## config.mk

```make
export PLATFORM = sky130hd
export DESIGN_NAME = clk_src_selector
export DESIGN_NICKNAME = d
export VERILOG_FILES = /design/src/rtl/clksel_pkg.sv /design/src/rtl/clksel_req_merge.sv /design/src/rtl/clksel_target.sv /design/src/rtl/clk_src_selector.sv
export SDC_FILE = /design/constraint.sdc
export NUM_CORES = 1
export LEC_CHECK = 0
export ABC_CLOCK_PERIOD_IN_PS = 2800
export BUFFER_PORTS_ARGS = -buffer_cell sky130_fd_sc_hd__buf_2
export CAP_MARGIN = 20
export CELL_PAD_IN_SITES_DETAIL_PLACEMENT = 1
export CELL_PAD_IN_SITES_GLOBAL_PLACEMENT = 1
export CORE_AREA = 2 2 39 41
export CTS_CLUSTER_SIZE = 8
export DETAILED_ROUTE_END_ITERATION = 6
export DIE_AREA = 0 0 41 43
export PLACE_DENSITY_LB_ADDON = 0.1
export SLEW_MARGIN = 40
export SYNTH_ARGS = -nofsm -noshare
export SYNTH_HDL_FRONTEND = slang
export SYNTH_SLANG_ARGS = --single-unit
```

## constraint.sdc

```tcl
create_clock -name clk -period 2.8 [get_ports clk]
set_clock_uncertainty 0.15 [all_clocks]
set_input_delay 0.42 -clock clk [delete_from_list [all_inputs] [get_ports clk]]
set_output_delay 0.42 -clock clk [all_outputs]
set_load 0.02 [all_outputs]
```

## src/rtl/clksel_pkg.sv

```systemverilog
package clksel_pkg;

    // Number of selectable clock sources and their one-hot bit positions.
    localparam int SRC_N   = 3;
    localparam int IDX_IDL = 0;
    localparam int IDX_LP  = 1;
    localparam int IDX_TP  = 2;

    // Readiness vector bit positions.
    localparam int RDY_LP  = 0;
    localparam int RDY_TP  = 1;

    typedef enum logic [1:0] {
        ST_IDLE   = 2'd0,
        ST_LOWPWR = 2'd1,
        ST_THRU   = 2'd2
    } clk_state_t;

    typedef enum logic [2:0] {
        TR_HOLD,
        TR_IDLE_TO_LOWPWR,
        TR_IDLE_TO_THRU,
        TR_LOWPWR_TO_THRU,
        TR_LOWPWR_TO_IDLE,
        TR_THRU_TO_LOWPWR,
        TR_THRU_TO_IDLE
    } clk_trans_t;

    function automatic logic [SRC_N-1:0] state_onehot(clk_state_t s);
        logic [SRC_N-1:0] v;
        v = '0;
        unique case (s)
            ST_IDLE:   v[IDX_IDL] = 1'b1;
            ST_LOWPWR: v[IDX_LP]  = 1'b1;
            ST_THRU:   v[IDX_TP]  = 1'b1;
            default:   v[IDX_IDL] = 1'b1;
        endcase
        return v;
    endfunction

endpackage

```

## src/rtl/clksel_req_merge.sv

```systemverilog
module clksel_req_merge #(
    parameter int NUM_CORES = 6
) (
    input  logic [NUM_CORES-1:0] req_thru,
    input  logic [NUM_CORES-1:0] req_lowpwr,
    output logic                 any_thru,
    output logic                 any_lowpwr
);
    localparam int CHAIN_W = NUM_CORES + 1;

    logic [CHAIN_W-1:0] tp_chain;
    logic [CHAIN_W-1:0] lp_chain;

    assign tp_chain[0] = 1'b0;
    assign lp_chain[0] = 1'b0;

    // One OR stage per core; each core contributes independently.
    for (genvar c = 0; c < NUM_CORES; c++) begin : g_core
        assign tp_chain[c+1] = tp_chain[c] | req_thru[c];
        assign lp_chain[c+1] = lp_chain[c] | req_lowpwr[c];
    end

    assign any_thru   = tp_chain[NUM_CORES];
    assign any_lowpwr = lp_chain[NUM_CORES];
endmodule

```

## src/rtl/clksel_target.sv

```systemverilog
module clksel_target
    import clksel_pkg::*;
(
    input  logic       sel_enable,
    input  logic       any_thru,
    input  logic       any_lowpwr,
    input  logic [1:0] src_ready,
    output clk_state_t target
);
    logic want_tp;
    logic want_lp;

    // A held throughput request may fall back to low-power without
    // any core asking for low-power.
    assign want_tp = any_thru & src_ready[RDY_TP];
    assign want_lp = (any_thru | any_lowpwr) & src_ready[RDY_LP];

    always_comb begin
        if (!sel_enable)  target = ST_IDLE;
        else if (want_tp) target = ST_THRU;
        else if (want_lp) target = ST_LOWPWR;
        else              target = ST_IDLE;
    end
endmodule

```

## src/rtl/clk_src_selector.sv

```systemverilog
module clk_src_selector
    import clksel_pkg::*;
#(
    parameter int NUM_CORES = 6
) (
    input  logic                 clk,
    input  logic                 rst_n,
    input  logic                 sel_enable,
    input  logic [NUM_CORES-1:0] req_thru,
    input  logic [NUM_CORES-1:0] req_lowpwr,
    input  logic [1:0]           src_ready,
    output logic [2:0]           clk_sel,
    output logic                 sel_changed
);
    logic       any_thru;
    logic       any_lowpwr;
    clk_state_t target;
    clk_state_t state_q;
    clk_state_t state_d;
    clk_trans_t trans;
    logic       chg_q;

    clksel_req_merge #(.NUM_CORES(NUM_CORES)) u_merge (
        .req_thru   (req_thru),
        .req_lowpwr (req_lowpwr),
        .any_thru   (any_thru),
        .any_lowpwr (any_lowpwr)
    );

    clksel_target u_target (
        .sel_enable (sel_enable),
        .any_thru   (any_thru),
        .any_lowpwr (any_lowpwr),
        .src_ready  (src_ready),
        .target     (target)
    );

    // Transition decode: each state names the move it takes.
    always_comb begin
        trans = TR_HOLD;
        unique case (state_q)
            ST_IDLE: begin
                if (target == ST_THRU)        trans = TR_IDLE_TO_THRU;
                else if (target == ST_LOWPWR) trans = TR_IDLE_TO_LOWPWR;
            end
            ST_LOWPWR: begin
                if (target == ST_THRU)        trans = TR_LOWPWR_TO_THRU;
                else if (target == ST_IDLE)   trans = TR_LOWPWR_TO_IDLE;
            end
            ST_THRU: begin
                if (target == ST_LOWPWR)      trans = TR_THRU_TO_LOWPWR;
                else if (target == ST_IDLE)   trans = TR_THRU_TO_IDLE;
            end
            default: trans = TR_THRU_TO_IDLE;
        endcase
    end

    always_comb begin
        unique case (trans)
            TR_IDLE_TO_LOWPWR,
            TR_THRU_TO_LOWPWR:  state_d = ST_LOWPWR;
            TR_IDLE_TO_THRU,
            TR_LOWPWR_TO_THRU:  state_d = ST_THRU;
            TR_LOWPWR_TO_IDLE,
            TR_THRU_TO_IDLE:    state_d = ST_IDLE;
            TR_HOLD:            state_d = state_q;
            default:            state_d = ST_IDLE;
        endcase
    end

    // State register and change strobe.
    always_ff @(posedge clk) begin
        if (!rst_n) begin
            state_q <= ST_IDLE;
            chg_q   <= 1'b0;
        end else begin
            state_q <= state_d;
            chg_q   <= (trans != TR_HOLD);
        end
    end

    // Outputs.
    always_comb begin
        clk_sel     = state_onehot(state_q);
        sel_changed = chg_q;
    end
endmodule

```

# After elaboration in Yosys (flattened, before gate mapping)

Cells that the tools add are included.

Register bits: 3
Bits of input ports: 17
Output and inout port bits: 4
Logic and storage cells: 44

Eq/ne operators: 8
Muxes and demuxes: 14
Bitwise gates (word level): 13
Reduce and logical (&&, ||, !) cells: 7

Operator list:

| cell                                           | number |
|---|---|
| two-way mux 3 bit                              | 4 |
| OR 1 bit                                       | 11 |
| case mux 3 bit (3 select lines)                | 1 |
| == test 3 x 2 -> 1 bit (second input constant) | 2 |
| two-way mux 2 bit                              | 3 |
| case mux 2 bit (3 select lines)                | 1 |
| OR reduction 2 bit                             | 3 |
| two-way mux 1 bit                              | 5 |
| == test 2 x 1 -> 1 bit (second input constant) | 2 |
| == test 2 bit (second input constant)          | 2 |
| zero test 2 bit                                | 2 |
| == test 3 x 1 -> 1 bit (second input constant) | 1 |
| == test 3 bit (second input constant)          | 1 |
| zero test 3 bit                                | 1 |
| nonzero test 3 bit                             | 1 |
| bitwise AND 1 bit                              | 2 |

# Longest topological paths before layout

Word-level depth: 17
Depth in mapped cells: 6
Gate-level depth less buffers: 6

# Modules after synthesis

From an unflattened synthesis, not the netlist that was laid out.

Cells, all modules: 36
Area total of the unflattened synthesis: 279.0 um2

By module, submodules not included:

| module           | times used | cells an instance | area each (um2) | sequential area each (um2) |
|---|---|---|---|---|
| clk_src_selector | 1          | 27                | 229.0           | 60.1 |
| clksel_req_merge | 1          | 6                 | 27.5            | 0.0 |
| clksel_target    | 1          | 3                 | 22.5            | 0.0 |

# Least setup slack after synthesis

No wires, ideal clock.

Kind: input -> register
From: input port req_thru[4]
To: register state_q[1]
Library setup time: 0.119 ns
Arrival: 1.774 ns
Required time: 2.531 ns
Slack: 0.757 ns
Stages on the path: 5
Path buffers: 0
Path through: nor4_4 a21boi_2 or3_4 o311a_1 o221a_1

Cells in the longest elaborated chain, start to end: 14
Elaborated cells between the ends (all ways): 26
Classes of those cells: eq/ne (6); mux (11); bitwise (5); reduce/logical (4)

RTL lines:

| item                                                             | line                   | RTL |
|---|---|---|
| start, declared                                                  | clk_src_selector.sv:9  | `input logic [NUM_CORES-1:0] req_thru,` |
| OR 1 bit (*) (2 in series)                                       | clksel_req_merge.sv:19 | `assign tp_chain[c+1] = tp_chain[c] \| req_thru[c];` |
| OR 1 bit                                                         | clksel_target.sv:16    | `assign want_lp = (any_thru \| any_lowpwr) & src_ready[RDY_LP];` |
| bitwise AND 1 bit                                                | clksel_target.sv:16    |  |
| two-way mux 1 bit                                                | clksel_target.sv:21    | `else if (want_lp) target = ST_LOWPWR;` |
| two-way mux 2 bit (*)                                            | clksel_target.sv:20    | `else if (want_tp) target = ST_THRU;` |
| two-way mux 2 bit (*)                                            | clksel_target.sv:19    | `if (!sel_enable) target = ST_IDLE;` |
| == test 2 x 1 -> 1 bit / zero test 2 bit (equally long branches) | --                     |  |
| two-way mux 1 bit, or another cell as far along                  | clk_src_selector.sv:44 | `else if (target == ST_LOWPWR) trans = TR_IDLE_TO_LOWPWR;` |
| two-way mux 2 bit, or another cell as far along                  | clk_src_selector.sv:43 | `if (target == ST_THRU) trans = TR_IDLE_TO_THRU;` |
| case mux 3 bit (3 select lines) (*)                              | clk_src_selector.sv:41 | `unique case (state_q)` |
| == test 3 x 2 -> 1 bit, or another cell as far along             | clk_src_selector.sv:59 | `unique case (trans)` |
| OR reduction 2 bit                                               | clk_src_selector.sv:59 |  |
| case mux 2 bit (3 select lines)                                  | clk_src_selector.sv:59 |  |
| end signal, assigned                                             | clk_src_selector.sv:77 | `state_q <= state_d;` |
| end, declared                                                    | clk_src_selector.sv:18 | `clk_state_t state_q;` |

Mark *: on every way between the ends. The rest lies on a longest branch, timed or not.
A chain may end at the register's enable or synchronous reset.

# Worst setup path after layout

Ends and elaborated chain as after synthesis.

==> results.md <==
Detailed routing:
- For this run, design rule violations remaining after detail routing come to 0.
- Signal routing reaches up to met4.
- The number of vias after detailed routing is 426.
- The detailed-routed wire length on met3 is 34 um.
- In the final routed layout, each cell accounts on average for 11.39 um.
- The detailed router's first-iteration violation count is 3.
- The routed design has 968 um of wire.
- The met1 wire length is 384 um.
- The remaining antenna violation count is 0.
- Dividing the detail-routed via count by the number of cells gives 5.012.
- For this run, the detailed router's first-pass iteration total came to 4.
- The routed design uses 527 um of met2 wire.

STA:
- The maximum frequency from static timing analysis is 506.4 MHz.
- The post-route fraction of the period consumed by the critical path is 0.7053.
- Setup repair after global routing left no endpoint under its margin.
- Setup violations remaining at the end of the flow were counted as 0.
- The clock period minus worst slack is 1.975 ns.
- The tightest slew margin relative to the limit is 0.7932.
- After routing, the total negative slack on setup checks comes to 0 ns.
- For the pin with the worst max-slew slack, the measured transition is 0.3075 ns.
- The number of endpoints with negative hold slack in the final report was 0.
- The total count of max-transition violations in the final report is 0.

Yosys:
- The total of flip-flops plus latches after synthesis is 3.
- In the synthesized netlist, the number of instances is 45.
- When the netlist entered floorplanning its net count stood at 66.
- The number of synthesis warnings is 0.
- The cell area after technology mapping is 356.6 um^2.
- The count of distinct cell types in the synthesized netlist is 23.
- The per-instance average area after synthesis is 7.924 um^2.
- For this run, the register share of the synthesized area comes to 0.1684.

Clock network:
- The number of hold buffers added after CTS is 0.
- The TritonCTS buffer count is 3.
- Clock-pin slew was measured on the worst setup and hold paths at 0.04 ns.
- The post-CTS setup-driven buffer insertion count is 0.
- No sink is reached through more buffers than the 2 on the longest clock path.
- Clock tree synthesis found a total of 3 sinks.
- Gates resized during post-CTS repair numbered 0.
- TritonCTS built the clock tree.
- The root buffer cell chosen for the clock tree is clkbuf_4.
- The number of H-tree levels is 1.
- The clock reaches the later pin of the worst-skew pair after 0.25 ns.

Critical path:
- Data on the critical path arrives at its endpoint at 1.96 ns.
- STA classifies the critical path startpoint as an input port.
- Broken down by cell family, the worst path's largest delay share belongs to simple AND/OR/NAND/NOR gates.
- The kind of end point of the critical path is a flop.
- The slowest stage of the critical path belongs to the cell or3_4.
- The slack of the worst reg-to-reg path is 1.04 ns.
- In this run the worst path has a maximum fanout of 4.
- In this design, the stage delay of the slowest critical-path cell is 0.40 ns.
- The length in cells of the worst reg-to-reg path is 6.
- In this run the number of cells on the critical path is 6.
- The number of buffer and inverter stages on the critical path is 1.
- The required time of the critical path is 2.78 ns.
- The worst setup path is of the input port to flop kind.
- Traced cell by cell, the critical path runs through buf_2 > nor4_4 > a21boi_2 > or3_4 > o311a_1 > o221a_1.

Die:
- The effective utilization at floorplan is 0.2577.
- The die boundary width is 41 um.
- Row generation in the floorplan step produced 14 rows.
- The number of primary I/O pins is 21.
- The floorplan step set the die height to 43 um.
- The overall die area is 1763 um^2.
- The region available for standard cell placement spans 1384 um^2.

Layout:
- The footprint of the multi-input gates is 274.0 um^2.
- In the final design database the tool counted 91 nets.
- The share of the core filled with cells is 0.3635.
- The share of layout cells above drive strength 1 is 0.4203.
- The antenna diode count is 0.
- Compared with the post-synthesis result, the final layout area differs by 41.05%.
- The area used by sequential logic in the layout is 60.06 um^2.
- The final cell area excluding filler cells is 503.0 um^2.
- The post-layout instance count excluding filler cells is 85.
- Fill cells in the final layout number 192.

GRT:
- Across every metal layer, demand over resource in global routing totals 0.1391.
- The overall overflow remaining after global route is 0.
- The number of antenna violations at the first check in global routing came to 0.
- Entering global routing, the biggest net connects 9 pins.
- The wire length of the first global-routing pass is 1635 um.
- The via count of the first global-routing pass was 429.

Placement:
- After detailed placement, the design holds a cell count of 81.
- The port buffer count is 20.
- After detailed placement, the total cell area comes to 476.7 um^2.
- The detailed placer's ending HPWL is 861.3 um.
- The final weighted congestion in routability-driven placement is 0.7401.

Hold path:
- The path category of the worst min-delay check is input port to flop.
- The worst hold path was traced through 3 stages.

Power and ir drop:
- In this run the static leakage power is 0.0002406 uW.
- In this run the power density over the cells is 476.0 nW/um^2.
- The worst-case IR drop observed on VDD is 0.1060 mV.

Job:
- Across the run, the number of max-cap violations was 0.

Status:
- The flow ran to the end, and the final reports show no timing, DRC or antenna violations.
## metrics by stage
step | setup slack [ns] | hold slack, ns | total power, uW
floorplan | 0.7575 | 0.3403 | 124.9
global placement | 0.5882 | 0.3740 | 161.8
detailed placement | 0.5573 | 0.3936 | 161.5
CTS | 0.8197 | 0.3112 | 242.8
global route | 0.7610 | 0.3231 | 257.8
finish | 0.8252 | 0.3028 | 239.4
## worst register-to-register path: stages (launching register included)
cell and delay, ns:
dfxtp_1 0.37, inv_1 0.08, ha_1 0.26, o21ai_0 0.20, a2bb2oi_1 0.23, nand2_1 0.09
o221a_1 0.26
## layer usage
layer | global-route usage | vias to the layer above
li1 | - | 216
met1 | 0.1274 | 198
met2 | 0.2531 | 10
met3 | 0.01571 | 2
met4 | 0.1000 | 0
met5 | 0 | -
## synth_stat cells
master | instances | area (um^2)
inv_1 | 6 | 22.52
nand2_1 | 5 | 18.77
nor2_1 | 5 | 18.77
ha_1 | 4 | 50.05
a21oi_1 | 3 | 15.01
dfxtp_1 | 3 | 60.06
nand3_1 | 2 | 10.01
nor4_1 | 2 | 12.51
a211oi_1 | 1 | 7.510
a21bo_2 | 1 | 10.01
a21boi_2 | 1 | 11.26
a221oi_1 | 1 | 8.760
a2bb2oi_1 | 1 | 8.760
and4_2 | 1 | 10.01
nor4_4 | 1 | 21.27
o211ai_1 | 1 | 7.510
o21ai_0 | 1 | 5.000
o21bai_1 | 1 | 7.510
o221a_1 | 1 | 11.26
o311a_1 | 1 | 10.01
o31ai_1 | 1 | 7.510
o32a_2 | 1 | 11.26
or3_4 | 1 | 11.26
## state kept, by name, indices dropped and copies added (netlist names)
register     flops
sel_changed      1
state_q          2
## power by group
group / switching (uW) / leakage (uW) / internal, uW
Clock: 26.9 / 0.0000150 / 53.7
Sequential: 5.27 / 0.0000247 / 49.8
Combinational: 58.5 / 0.000201 / 45.2
Total: 90.7 / 0.000241 / 149
## worst paths after layout
check                            startpoint          end
worst max register to register   state_q[1]   state_q[1]
worst max-delay path            req_thru[4]   state_q[1]
worst min register to register   state_q[0]   state_q[0]
worst min-delay path                  rst_n  sel_changed
## cells by family (layout without fill, tap and decap cells)
family	count (synthesis)	in the layout	synth area share
simple gates	17	17	0.2877
compound gates	15	15	0.3404
buf+inv	6	30	0.06315
fa+ha+maj	4	4	0.1404
flops	3	3	0.1684
## cell type report
class / instances / share of cell area
Sequential cell: 3 / 0.1194
Inverter: 6 / 0.04478
Multi-Input combinational cell: 36 / 0.5448
Clock buffer: 4 / 0.05224
Timing Repair Buffer: 20 / 0.1990
Tap cell: 16 / 0.03980
## layout by cell type (no fill, tap or decap), types with 2 or more instances in the layout
master	count
a21oi_1	3
buf_2	20
clkbuf_4	3
dfxtp_1	3
ha_1	4
inv_1	6
nand2_1	5
nand3_1	2
nor2_1	5
nor4_1	2
No activity file was read; power rests on OpenSTA's default activity.
